### config.mk
export PLATFORM = sky130hd
export DESIGN_NAME = status_write_guard
export DESIGN_NICKNAME = d
export VERILOG_FILES = /design/src/rtl/wpg_pkg.sv /design/src/rtl/wpg_ctrl.sv /design/src/rtl/wpg_regs.sv /design/src/rtl/status_write_guard.sv
export SDC_FILE = /design/constraint.sdc
export NUM_CORES = 1
export LEC_CHECK = 0
export CORE_MARGIN = 3
export CORE_UTILIZATION = 29
export DETAILED_ROUTE_END_ITERATION = 6
export GPL_ROUTABILITY_DRIVEN = 0
export PLACE_DENSITY_LB_ADDON = 0.05
export SKIP_CTS_REPAIR_TIMING = 1
export SLEW_MARGIN = 20
export SYNTH_ARGS = -nofsm -noshare
export SYNTH_HDL_FRONTEND = slang
export SYNTH_SLANG_ARGS = --single-unit
### constraint.sdc
create_clock -name clk -period 3.2 [get_ports clk]
set_input_delay 0.64 -clock clk [delete_from_list [all_inputs] [get_ports clk]]
set_output_delay 0.64 -clock clk [all_outputs]
set_load 0.1 [all_outputs]
### src/rtl/wpg_pkg.sv
package wpg_pkg;
  localparam int STAT_W   = 8;
  localparam int LOCK_BIT = 7;
  localparam int ZONE_HI  = 3;
  localparam int ZONE_LO  = 2;
  localparam int WEL_BIT  = 1;

  typedef enum logic [1:0] {
    ZONE_NONE    = 2'b00,
    ZONE_QUARTER = 2'b01,
    ZONE_HALF    = 2'b10,
    ZONE_ALL     = 2'b11
  } zone_e;

  typedef struct packed {
    logic ldStat;
    logic setWel;
    logic clrWel;
  } ctrlStrobe_t;
endpackage

### src/rtl/wpg_ctrl.sv
module wpg_ctrl
  import wpg_pkg::*;
(
  input  logic        clk,
  input  logic        rst_n,
  input  logic        cmdArm,
  input  logic        cmdDisarm,
  input  logic        cmdStatLoad,
  input  logic        wpPin,
  input  logic        welQ,
  input  logic        lockQ,
  output ctrlStrobe_t strb,
  output logic        statLoadGrant,
  output logic        statLoadDeny
);
  logic loadPermitted;

  // A status load needs the latch, and the pin only matters once locked.
  always_comb begin
    loadPermitted = welQ && (!lockQ || wpPin);
    statLoadGrant = cmdStatLoad && loadPermitted;
    statLoadDeny  = cmdStatLoad && !loadPermitted;
    strb.ldStat   = statLoadGrant;
    strb.setWel   = cmdArm && !cmdDisarm;
    strb.clrWel   = cmdDisarm;
  end

  // Input assumption: one command per cycle.
  assert_single_cmd_R7: assert property (@(posedge clk) disable iff (!rst_n)
    $onehot0({cmdArm, cmdDisarm, cmdStatLoad}));

  assert_load_needs_wel_R4: assert property (@(posedge clk) disable iff (!rst_n)
    (cmdStatLoad && !welQ) |-> (statLoadDeny && !strb.ldStat));

  assert_unlocked_load_R5: assert property (@(posedge clk) disable iff (!rst_n)
    (cmdStatLoad && welQ && !lockQ) |-> statLoadGrant);

  assert_locked_needs_pin_R6: assert property (@(posedge clk) disable iff (!rst_n)
    (statLoadGrant && lockQ) |-> wpPin);

  assert_load_onehot_R9: assert property (@(posedge clk) disable iff (!rst_n)
    cmdStatLoad |-> (statLoadGrant ^ statLoadDeny));
endmodule

### src/rtl/wpg_regs.sv
module wpg_regs
  import wpg_pkg::*;
#(
  parameter int ADDR_W = 15
)(
  input  logic              clk,
  input  logic              rst_n,
  input  ctrlStrobe_t       strb,
  input  logic [STAT_W-1:0] statLoadData,
  input  logic              memWrReq,
  input  logic [ADDR_W-1:0] memWrAddr,
  output logic [STAT_W-1:0] statusQ,
  output logic              memWrGrant,
  output logic              memWrDeny
);
  localparam logic [ADDR_W-1:0] HALF_BASE = ADDR_W'(1) << (ADDR_W - 1);
  localparam logic [ADDR_W-1:0] QTR_BASE  = ADDR_W'(3) << (ADDR_W - 2);

  logic  welQ;
  logic  lockQ;
  zone_e zoneQ;
  logic  [3:0] userQ;
  logic  inFence;

  always_ff @(posedge clk or negedge rst_n) begin
    if (!rst_n) begin
      welQ  <= 1'b0;
      lockQ <= 1'b0;
      zoneQ <= ZONE_NONE;
      userQ <= '0;
    end else begin
      if (strb.clrWel)      welQ <= 1'b0;
      else if (strb.setWel) welQ <= 1'b1;
      if (strb.ldStat) begin
        lockQ <= statLoadData[LOCK_BIT];
        zoneQ <= zone_e'(statLoadData[ZONE_HI:ZONE_LO]);
        userQ <= {statLoadData[6:4], statLoadData[0]};
      end
    end
  end

  always_comb begin
    unique case (zoneQ)
      ZONE_NONE:    inFence = 1'b0;
      ZONE_QUARTER: inFence = (memWrAddr >= QTR_BASE);
      ZONE_HALF:    inFence = (memWrAddr >= HALF_BASE);
      default:      inFence = 1'b1;
    endcase
    memWrGrant = memWrReq && welQ && !inFence;
    memWrDeny  = memWrReq && !(welQ && !inFence);
    statusQ    = {lockQ, userQ[3:1], zoneQ, welQ, userQ[0]};
  end

  assert_mem_needs_wel_R4: assert property (@(posedge clk) disable iff (!rst_n)
    !statusQ[WEL_BIT] |-> !memWrGrant);

  assert_all_fenced_R3: assert property (@(posedge clk) disable iff (!rst_n)
    (memWrReq && statusQ[ZONE_HI:ZONE_LO] == 2'b11) |-> memWrDeny);

  assert_top_quarter_R3: assert property (@(posedge clk) disable iff (!rst_n)
    (memWrReq && statusQ[ZONE_HI:ZONE_LO] != 2'b00 &&
     memWrAddr[ADDR_W-1:ADDR_W-2] == 2'b11) |-> !memWrGrant);

  assert_arm_sets_R7: assert property (@(posedge clk) disable iff (!rst_n)
    strb.setWel |=> statusQ[WEL_BIT]);

  assert_disarm_clears_R7: assert property (@(posedge clk) disable iff (!rst_n)
    strb.clrWel |=> !statusQ[WEL_BIT]);

  assert_load_keeps_wel_R8: assert property (@(posedge clk) disable iff (!rst_n)
    (strb.ldStat && !strb.setWel && !strb.clrWel && !statLoadData[WEL_BIT])
      |=> statusQ[WEL_BIT]);

  assert_mem_onehot_R9: assert property (@(posedge clk) disable iff (!rst_n)
    memWrReq |-> (memWrGrant ^ memWrDeny));

  assert_mem_idle_R9: assert property (@(posedge clk) disable iff (!rst_n)
    !memWrReq |-> (!memWrGrant && !memWrDeny));
endmodule

### src/rtl/status_write_guard.sv
module status_write_guard
  import wpg_pkg::*;
#(
  parameter int ADDR_W = 15
)(
  input  logic              clk,
  input  logic              rst_n,
  input  logic              cmdArm,
  input  logic              cmdDisarm,
  input  logic              cmdStatLoad,
  input  logic [STAT_W-1:0] statLoadData,
  input  logic              wpPin,
  input  logic              memWrReq,
  input  logic [ADDR_W-1:0] memWrAddr,
  output logic              memWrGrant,
  output logic              memWrDeny,
  output logic              statLoadGrant,
  output logic              statLoadDeny,
  output logic [STAT_W-1:0] statusByte
);
  ctrlStrobe_t strb;
  logic [STAT_W-1:0] statusQ;

  wpg_ctrl u_ctrl (
    .clk           (clk),
    .rst_n         (rst_n),
    .cmdArm        (cmdArm),
    .cmdDisarm     (cmdDisarm),
    .cmdStatLoad   (cmdStatLoad),
    .wpPin         (wpPin),
    .welQ          (statusQ[WEL_BIT]),
    .lockQ         (statusQ[LOCK_BIT]),
    .strb          (strb),
    .statLoadGrant (statLoadGrant),
    .statLoadDeny  (statLoadDeny)
  );

  wpg_regs #(.ADDR_W(ADDR_W)) u_regs (
    .clk          (clk),
    .rst_n        (rst_n),
    .strb         (strb),
    .statLoadData (statLoadData),
    .memWrReq     (memWrReq),
    .memWrAddr    (memWrAddr),
    .statusQ      (statusQ),
    .memWrGrant   (memWrGrant),
    .memWrDeny    (memWrDeny)
  );

  assign statusByte = statusQ;
endmodule

# Word level (Yosys, flattened, before mapping)
# Cells that the tools add are included.
[word_totals] regBits=8 latchBits=0 mem_bits_rw=0 rom_bits=0 input_bits=30 out_inout_bits=12 n_memories=0
[op_classes] addsub=0 mul=0 n_div=0 order_cmp=2 eq_ne=2 n_shift=0 muxes=3 bitwise=0 n_reduce_logical=16
[ops] cell="greater-or-equal comparator 15 bit (second input constant)" count=2
[ops] cell="logical AND 1 bit" count=8
[ops] cell="zero test 1 bit" count=5
[ops] cell="case mux 1 bit (3 select lines)" count=1
[ops] cell="equality test 2 x 1 -> 1 bit (second input constant)" count=1
[ops] cell="equality test 2 bit (second input constant)" count=1
[ops] cell="zero test 2 bit" count=1
[ops] cell="two-way mux 1 bit" count=2
[ops] cell="nonzero test 2 bit" count=1
[ops] cell="logical OR 1 bit" count=1

# Logic depth before layout (Yosys ltp)
# Gate-level depths: netlist of run 1.
[depth] depth_word=6 ltp_mapped=4

# Cells and area by module
# From an unflattened synthesis of run 1, not the netlist that was laid out.
[hier_totals] hier_cells=32 hier_area_um2=390.4
[modules_own_cells] mod="wpg_regs" n_inst=1 cells_per_inst=26 area_per_inst_um2=349.1 seq_area_each_um2=200.2
[modules_own_cells] mod="wpg_ctrl" n_inst=1 cells_per_inst=6 area_per_inst_um2=41.3 seq_area_each_um2=0.0

# Worst setup path after synthesis of run 1
# Ideal clock, no wire load.
[synth_path] path_type="input-to-output" from="in wpPin" to="out statLoadDeny" arrival_ns=2.951 required_ns=2.560 slack_ns=-0.391 path_stages=2 cell_sequence="nand2b_4 > a21boi_0"
[synth_between] elab_chain_cells=4
[synth_lines] item="start, declared" line_no="status_write_guard.sv:12" source="input logic wpPin,"
[synth_lines] item="logical OR 1 bit" line_no="wpg_ctrl.sv:20" source="loadPermitted = welQ && (!lockQ || wpPin);"
[synth_lines] item="logical AND 1 bit" line_no="wpg_ctrl.sv:20"
[synth_lines] item="zero test 1 bit" line_no="wpg_ctrl.sv:22" source="statLoadDeny = cmdStatLoad && !loadPermitted;"
[synth_lines] item="logical AND 1 bit" line_no="wpg_ctrl.sv:22"
[synth_lines] item="end, declared" line_no="status_write_guard.sv:18" source="output logic statLoadDeny,"
# Every way passes these cells.

# Worst setup path after layout of run 1
[layout_path] from="in wpPin" to="out statLoadGrant"
[layout_between] elab_chain_cells=3
[layout_lines] item="logical OR 1 bit" line_no="wpg_ctrl.sv:20"
[layout_lines] item="logical AND 1 bit" line_no="wpg_ctrl.sv:20"
[layout_lines] item="logical AND 1 bit" line_no="wpg_ctrl.sv:21" source="statLoadGrant = cmdStatLoad && loadPermitted;"
[layout_lines] item="end, declared" line_no="status_write_guard.sv:17" source="output logic statLoadGrant,"
# Every way passes these cells.

==> flow_metrics.py, run 1 <==
metrics = {
    "run_status": {
        "status": "complete, no violations",
    },
    "critical_path": {
        "path_cells": "clkdlybuf4s50_1 > nand2b_4 > and3_1 > buf_4 > buf_12",
        "worstSetupEndpointType": "output port",
        "crit_required_ps": 2560,
        "cp.arrival_ps": 1780,
        "start_kind": "input pin",
        "slowest_delay_ps": 480,
        "crit-reg2reg-launch": "u_regs.welQ$_DFFE_PN0P_",
        "worst-path-max-fanout": 7,
        "worstSetupPathType": "input pin to output port",
        "r2r_slack_ps": 1910,
        "slowest_stage": "clkdlybuf4s50_1",
        "r2r_cells": 3,
        "reg2reg_to": "u_regs.userQ[2]$_DFFE_PN0P_",
    },
    "clocking": {
        "cts.htree.levels": 1,
        "clk_latency_ps": 240,
        "cts_buffers": 3,
        "cts.clk_slew.worst_paths_ps": 50,
        "cts_tree": "built",
        "clockBufferDepth": 2,
        "cts_root_buffer": "clkbuf_4",
        "cts_sinks": 8,
    },
    "sta": {
        "finalClockSkew_ps": 2.03,
        "fin_tns_setup_ps": 0,
        "slew_viol_final": 0,
        "finalCritPeriodShare_pct": 75.7,
        "timing.final.hold_violations": 0,
        "max-slew-margin-rel_pct": 76.0,
        "fin_crit_ps": 2420,
        "worst_slew_pin_slew_ps": 359,
        "rsz0062_at_grt": "no",
        "max_freq_mhz": 413,
        "setup_viol": 0,
    },
    "yosys": {
        "synthTopCellsByCount": "dfrtp_1, mux2_4, buf_4, nand2_1, nor2_1",
        "synth_area_leaders": "dfrtp_1, mux2_4, buf_4",
        "post_synth.cell_area_avg_sq_um": 13.3,
        "synth_cells": 30,
        "synth_seq_area_share_pct": 50.0,
        "synth_edf_count": 0,
        "yosysMostFrequentCell": "dfrtp_1",
        "ys_seq_elements": 8,
        "netlist.area_leader.share_pct": 50.0,
        "syn-cell-area_sq_um": 400,
        "yosysWarningCount": 0,
        "ys_types": 15,
        "yosysTopAreaCell": "dfrtp_1",
        "ys_async_sr_fraction_pct": 100,
        "syn_nets": 60,
        "synth_ff_type": "dfrtp_1",
    },
    "grt": {
        "grt_overflow": 0,
        "grt_pass1_wl_um": 1550,
        "met1_usage_pct": 12.3,
        "met2_usage_pct": 18.6,
        "met3_usage_pct": 5.51,
        "grtUsageTotal_pct": 11.4,
        "antenna_found_initial": 0,
        "grt_pass1_vias": 345,
        "busiest_layer": "met2",
        "grt_max_degree": 9,
    },
    "detailed_routing": {
        "ant_nets": 0,
        "drtIter0Drc": 3,
        "drc": 0,
        "wl_per_cell_um": 13.3,
        "drt-pass1-iter-count": 2,
        "vias": 339,
        "viasPerCell": 4.71,
        "totalWireLength_um": 954,
    },
    "die": {
        "die-width_um": 43.2,
        "initial_utilization_pct": 33.3,
        "die_h_um": 43.2,
        "die_area_sq_um": 1860,
        "rows": 12,
        "core_area_sq_um": 1200,
        "ioPinCount": 42,
    },
    "placement": {
        "dpl-instance-area_sq_um": 683,
        "port_buffers": 27,
        "dp_hpwl_um": 769,
    },
    "worst_hold_path": {
        "holdPathStages": 1,
        "hold_end": "u_regs.userQ[1]$_DFFE_PN0P_",
        "hp-class": "register to register",
        "min_from": "u_regs.userQ[1]$_DFFE_PN0P_",
    },
    "power_and_ir_drop": {
        "leakage_nw": 0.330,
        "power_density_nw_per_um2": 772,
        "vdd.ir_drop.worst_v": 0.000385,
    },
    "layout": {
        "n_antenna_cell": 0,
        "syn_to_final_growth_pct": 76.3,
        "stdcell_area_sq_um": 706,
        "final_nets": 90,
        "drive_gt1_share_pct": 41.4,
    },
    "flow_run": {
        "cap_violations": 0,
    },
}
-- stage by stage --
| step | worst slack [ps] | power, mW | hold slack [ps] | std cells | util, % |
|---|---|---|---|---|---|
| floorplan | 349 | 0.395 | 344 | 30 | - |
| global placement | 801 | 0.469 | 496 | 69 | 56.9 |
| detailed placement | 785 | 0.473 | 498 | 69 | 56.9 |
| CTS | 786 | 0.552 | 517 | 72 | 58.8 |
| global route | 733 | 0.568 | 539 | 72 | 58.8 |
| finish | 776 | 0.545 | 514 | 72 | 58.8 |
-- registers in the layout, indices dropped and copies added, names as in the netlist --
signal        flops
u_regs.welQ       1
u_regs.lockQ      1
u_regs.zoneQ      2
u_regs.userQ      4
-- power by group --
part	total [mW]	switching, mW	leakage [nW]	internal, mW
logic	0.328	0.235	0.222	0.0935
clock network	0.0736	0.0309	0.0138	0.0427
registers	0.143	0.0191	0.0949	0.124
-- layout by cell type (no fill, tap or decap), drive strengths merged --
cell           count
nand3              1
a32o               1
dfrtp              8
and4               1
nor2               2
inv                1
mux2               6
nand2b             1
buf               13
a21boi             1
nand2              2
and3               1
clkbuf             3
a21o               1
a31oi              1
clkdlybuf4s50     15
-- cells by family (layout without fill, tap and decap cells) --
family | after synthesis | after routing | share of synthesized area [%]
compound gates | 4 | 4 | 7.81
buf+inv | 4 | 32 | 7.50
flops | 8 | 8 | 50.0
mux | 6 | 6 | 22.5
simple gates | 8 | 8 | 12.2
-- how the worst max path moves through the flow --
| stage | end | startpoint | slack, ps |
|---|---|---|---|
| after floorplan | statLoadDeny | wpPin | 350 |
| after global placement | statLoadGrant | wpPin | 800 |
| after detailed placement | statLoadGrant | wpPin | 780 |
| after CTS | statLoadGrant | wpPin | 790 |
| after global routing | statLoadGrant | wpPin | 730 |
| final | statLoadGrant | wpPin | 780 |
-- worst max-delay path: cells and delay by family --
kind	cells	cell delay, ps
buffers and inverters	3	860
AND/OR/NAND/NOR	2	270
-- routing by layer --
metal | share of wire [%] | vias up
met5 | 0 | -
met4 | 0.42 | 0
met3 | 10 | 2
met2 | 50 | 16
met1 | 39 | 157
li1 | - | 164
-- final cells by class --
| cell class | count | area [sq um] |
|---|---|---|
| Tap cell | 14 | 17.5 |
| Clock buffer | 3 | 22.5 |
| Multi-Input combinational cell | 18 | 176 |
| Timing Repair Buffer | 28 | 285 |
| Fill cell | 107 | 495 |
| Sequential cell | 8 | 200 |
| Inverter | 1 | 3.75 |
Power figures use the tool's default switching activity.
==> run 2: changes to the inputs <==
--- a/config.mk
+++ b/config.mk
@@ -6,7 +6,7 @@
 export NUM_CORES = 1
 export LEC_CHECK = 0
 export CORE_MARGIN = 3
-export CORE_UTILIZATION = 29
+export CORE_UTILIZATION = 24
 export DETAILED_ROUTE_END_ITERATION = 6
 export GPL_ROUTABILITY_DRIVEN = 0
 export PLACE_DENSITY_LB_ADDON = 0.05
==> constraint.sdc (replaced) <==
create_clock -name clk -period 2.2 [get_ports clk]
set_input_delay 0.44 -clock clk [delete_from_list [all_inputs] [get_ports clk]]
set_output_delay 0.44 -clock clk [all_outputs]
set_load 0.1 [all_outputs]
==> run 2 against run 1 <==
Combinational power rose by 48%. Utilization fell by 11 points. Clock skew rose by 4.0 ps. Sequential cell count did not move. Via count rose by 2.7%. First-iteration DRC count did not move. Clock power rose by 47%. Non-clock buffer count rose by 1.
==> flow_metrics.py, run 2 (synthesis gave the netlist of run 1 again) <==
metrics = {
    "layout": {
        "final_nets": 91,
        "final_cell_mix": "clkdlybuf4s50_1, buf_4, dfrtp_1, mux2_4, buf_12",
        "n_antenna_cell": 0,
        "final_common_cell": "clkdlybuf4s50_1",
        "largest_register": "u_regs.userQ",
        "drive_gt1_share_pct": 45.8,
        "n_fill_cell": 147,
        "largest_register_ffs": 4,
        "reg.largest.list": "u_regs.userQ: 4 flops, u_regs.zoneQ: 2 flops",
        "stdcell_count": 75,
        "syn_to_final_growth_pct": 85.3,
        "stdcell_area_sq_um": 742,
    },
    "grt": {
        "grt_pass1_wl_um": 1600,
        "grt_max_degree": 9,
        "grt_overflow": 0,
        "grtUsageTotal_pct": 10.5,
        "antenna_found_initial": 0,
        "grt_pass1_vias": 375,
    },
    "sta": {
        "rsz0062_at_grt": "no",
        "max_freq_mhz": 495,
        "setup_slack_ps": 180,
        "fin_tns_setup_ps": 0,
        "timing.final.hold_violations": 0,
        "worst_slew_pin_slew_ps": 365,
        "setup_viol": 0,
        "finalClockSkew_ps": 5.98,
        "slew_viol_final": 0,
        "finalCritPeriodShare_pct": 91.8,
        "fin_crit_ps": 2020,
        "max-slew-margin-rel_pct": 75.6,
    },
    "die": {
        "initial_utilization_pct": 26.0,
        "ioPinCount": 42,
        "die_h_um": 46.8,
        "core_area_sq_um": 1540,
        "rows": 14,
        "die-width_um": 46.8,
        "die_area_sq_um": 2190,
    },
    "critical_path": {
        "worst-path-max-fanout": 4,
        "r2r_slack_ps": 700,
        "start_kind": "input pin",
        "worstSetupEndpointType": "output port",
        "worstSetupPathType": "input pin to output port",
        "crit_required_ps": 1760,
        "cp.arrival_ps": 1580,
    },
    "clocking": {
        "cts_sinks": 8,
        "clockBufferDepth": 2,
        "cts_root_buffer": "clkbuf_4",
        "cts_buffers": 3,
        "clk_latency_ps": 250,
        "cts.htree.levels": 1,
        "cts_tree": "built",
        "cts.clk_slew.worst_paths_ps": 60,
    },
    "placement": {
        "dpl_worst_slack_ps": 177,
        "dp_cells": 72,
        "port_buffers": 27,
        "dp_hpwl_um": 830,
        "dpl-instance-area_sq_um": 719,
    },
    "detailed_routing": {
        "totalWireLength_um": 1010,
        "wl_per_cell_um": 13.4,
        "viasPerCell": 4.64,
        "drt-pass1-iter-count": 2,
        "vias": 348,
        "drtIter0Drc": 3,
        "ant_nets": 0,
        "drc": 0,
    },
    "power_and_ir_drop": {
        "total_power_mw": 0.805,
        "vdd.ir_drop.worst_v": 0.000617,
        "leakage_nw": 0.341,
        "power_density_nw_per_um2": 1090,
    },
    "worst_hold_path": {
        "hp-class": "input pin to async pin",
    },
    "run_status": {
        "status": "complete, no violations",
    },
    "flow_run": {
        "cap_violations": 0,
    },
}
[run 2: cell types whose count changed in the layout (fill, tap and decap cells not counted), sizes merged]
cell,change
buf,+1
[run 2: path summary, 6_finish.rpt]
path                                             startpoint                           to  cells past startpoint
worst max-delay path                                  wpPin                statLoadGrant                      4
worst min-delay path                                  rst_n  u_regs.zoneQ[0]$_DFFE_PN0P_                      1
worst max register to register      u_regs.welQ$_DFFE_PN0P_  u_regs.userQ[3]$_DFFE_PN0P_                      3
worst min register to register  u_regs.userQ[2]$_DFFE_PN0P_  u_regs.userQ[2]$_DFFE_PN0P_                      1
max in group asynchronous                             rst_n      u_regs.welQ$_DFFE_PN0P_                      1
min in group clk                u_regs.userQ[2]$_DFFE_PN0P_  u_regs.userQ[2]$_DFFE_PN0P_                      1
[run 2: layer usage]
metal	vias to the layer above	global-route usage (%)	wire length [um]
li1	163	-	-
met1	170	11.7	383
met2	15	17.6	525
met3	0	3.83	95
met4	0	4.97	0
met5	-	0	0
[run 2: layout make-up]
| cell class | count | area, sq um | area share, % |
|---|---|---|---|
| clock buffers | 3 | 22.5 | 3.04 |
| multi-input cells | 18 | 190 | 25.6 |
| repair buffers | 29 | 305 | 41.1 |
| inverters | 1 | 3.75 | 0.506 |
| flip-flops and latches | 8 | 200 | 27.0 |
| well taps | 16 | 20.0 | 2.70 |
[run 2: worst max-delay path, cell delays in order]
cell and delay [ps]:
clkdlybuf4s50_1 480, nand2b_4 130, and3_1 310, buf_12 210
[run 2: through the flow]
step	util (%)	hold slack [ps]
6_report	48.1	469
5_1_grt	48.1	485
2_1_floorplan	-	144
4_1_cts	48.1	474
3_5_place_dp	46.7	499
3_3_place_gp	46.7	497
[run 2: report_power, final]
group / switching [mW] / total (mW) / leakage (nW) / internal, mW
Clock: 0.0463 / 0.108 / 0.0138 / 0.0622
Combinational: 0.344 / 0.487 / 0.233 / 0.143
Sequential: 0.0291 / 0.210 / 0.0949 / 0.180
Total: 0.420 / 0.805 / 0.341 / 0.386
==> run 3: changes to the inputs <==
--- a/config.mk
+++ b/config.mk
@@ -7,6 +7,7 @@
 export LEC_CHECK = 0
 export CORE_MARGIN = 3
 export CORE_UTILIZATION = 24
+export CTS_CLUSTER_SIZE = 8
 export DETAILED_ROUTE_END_ITERATION = 6
 export GPL_ROUTABILITY_DRIVEN = 0
 export PLACE_DENSITY_LB_ADDON = 0.05
==> results of run 3 <==
The final DEF is identical to that of run 2; final timing and power are the same.
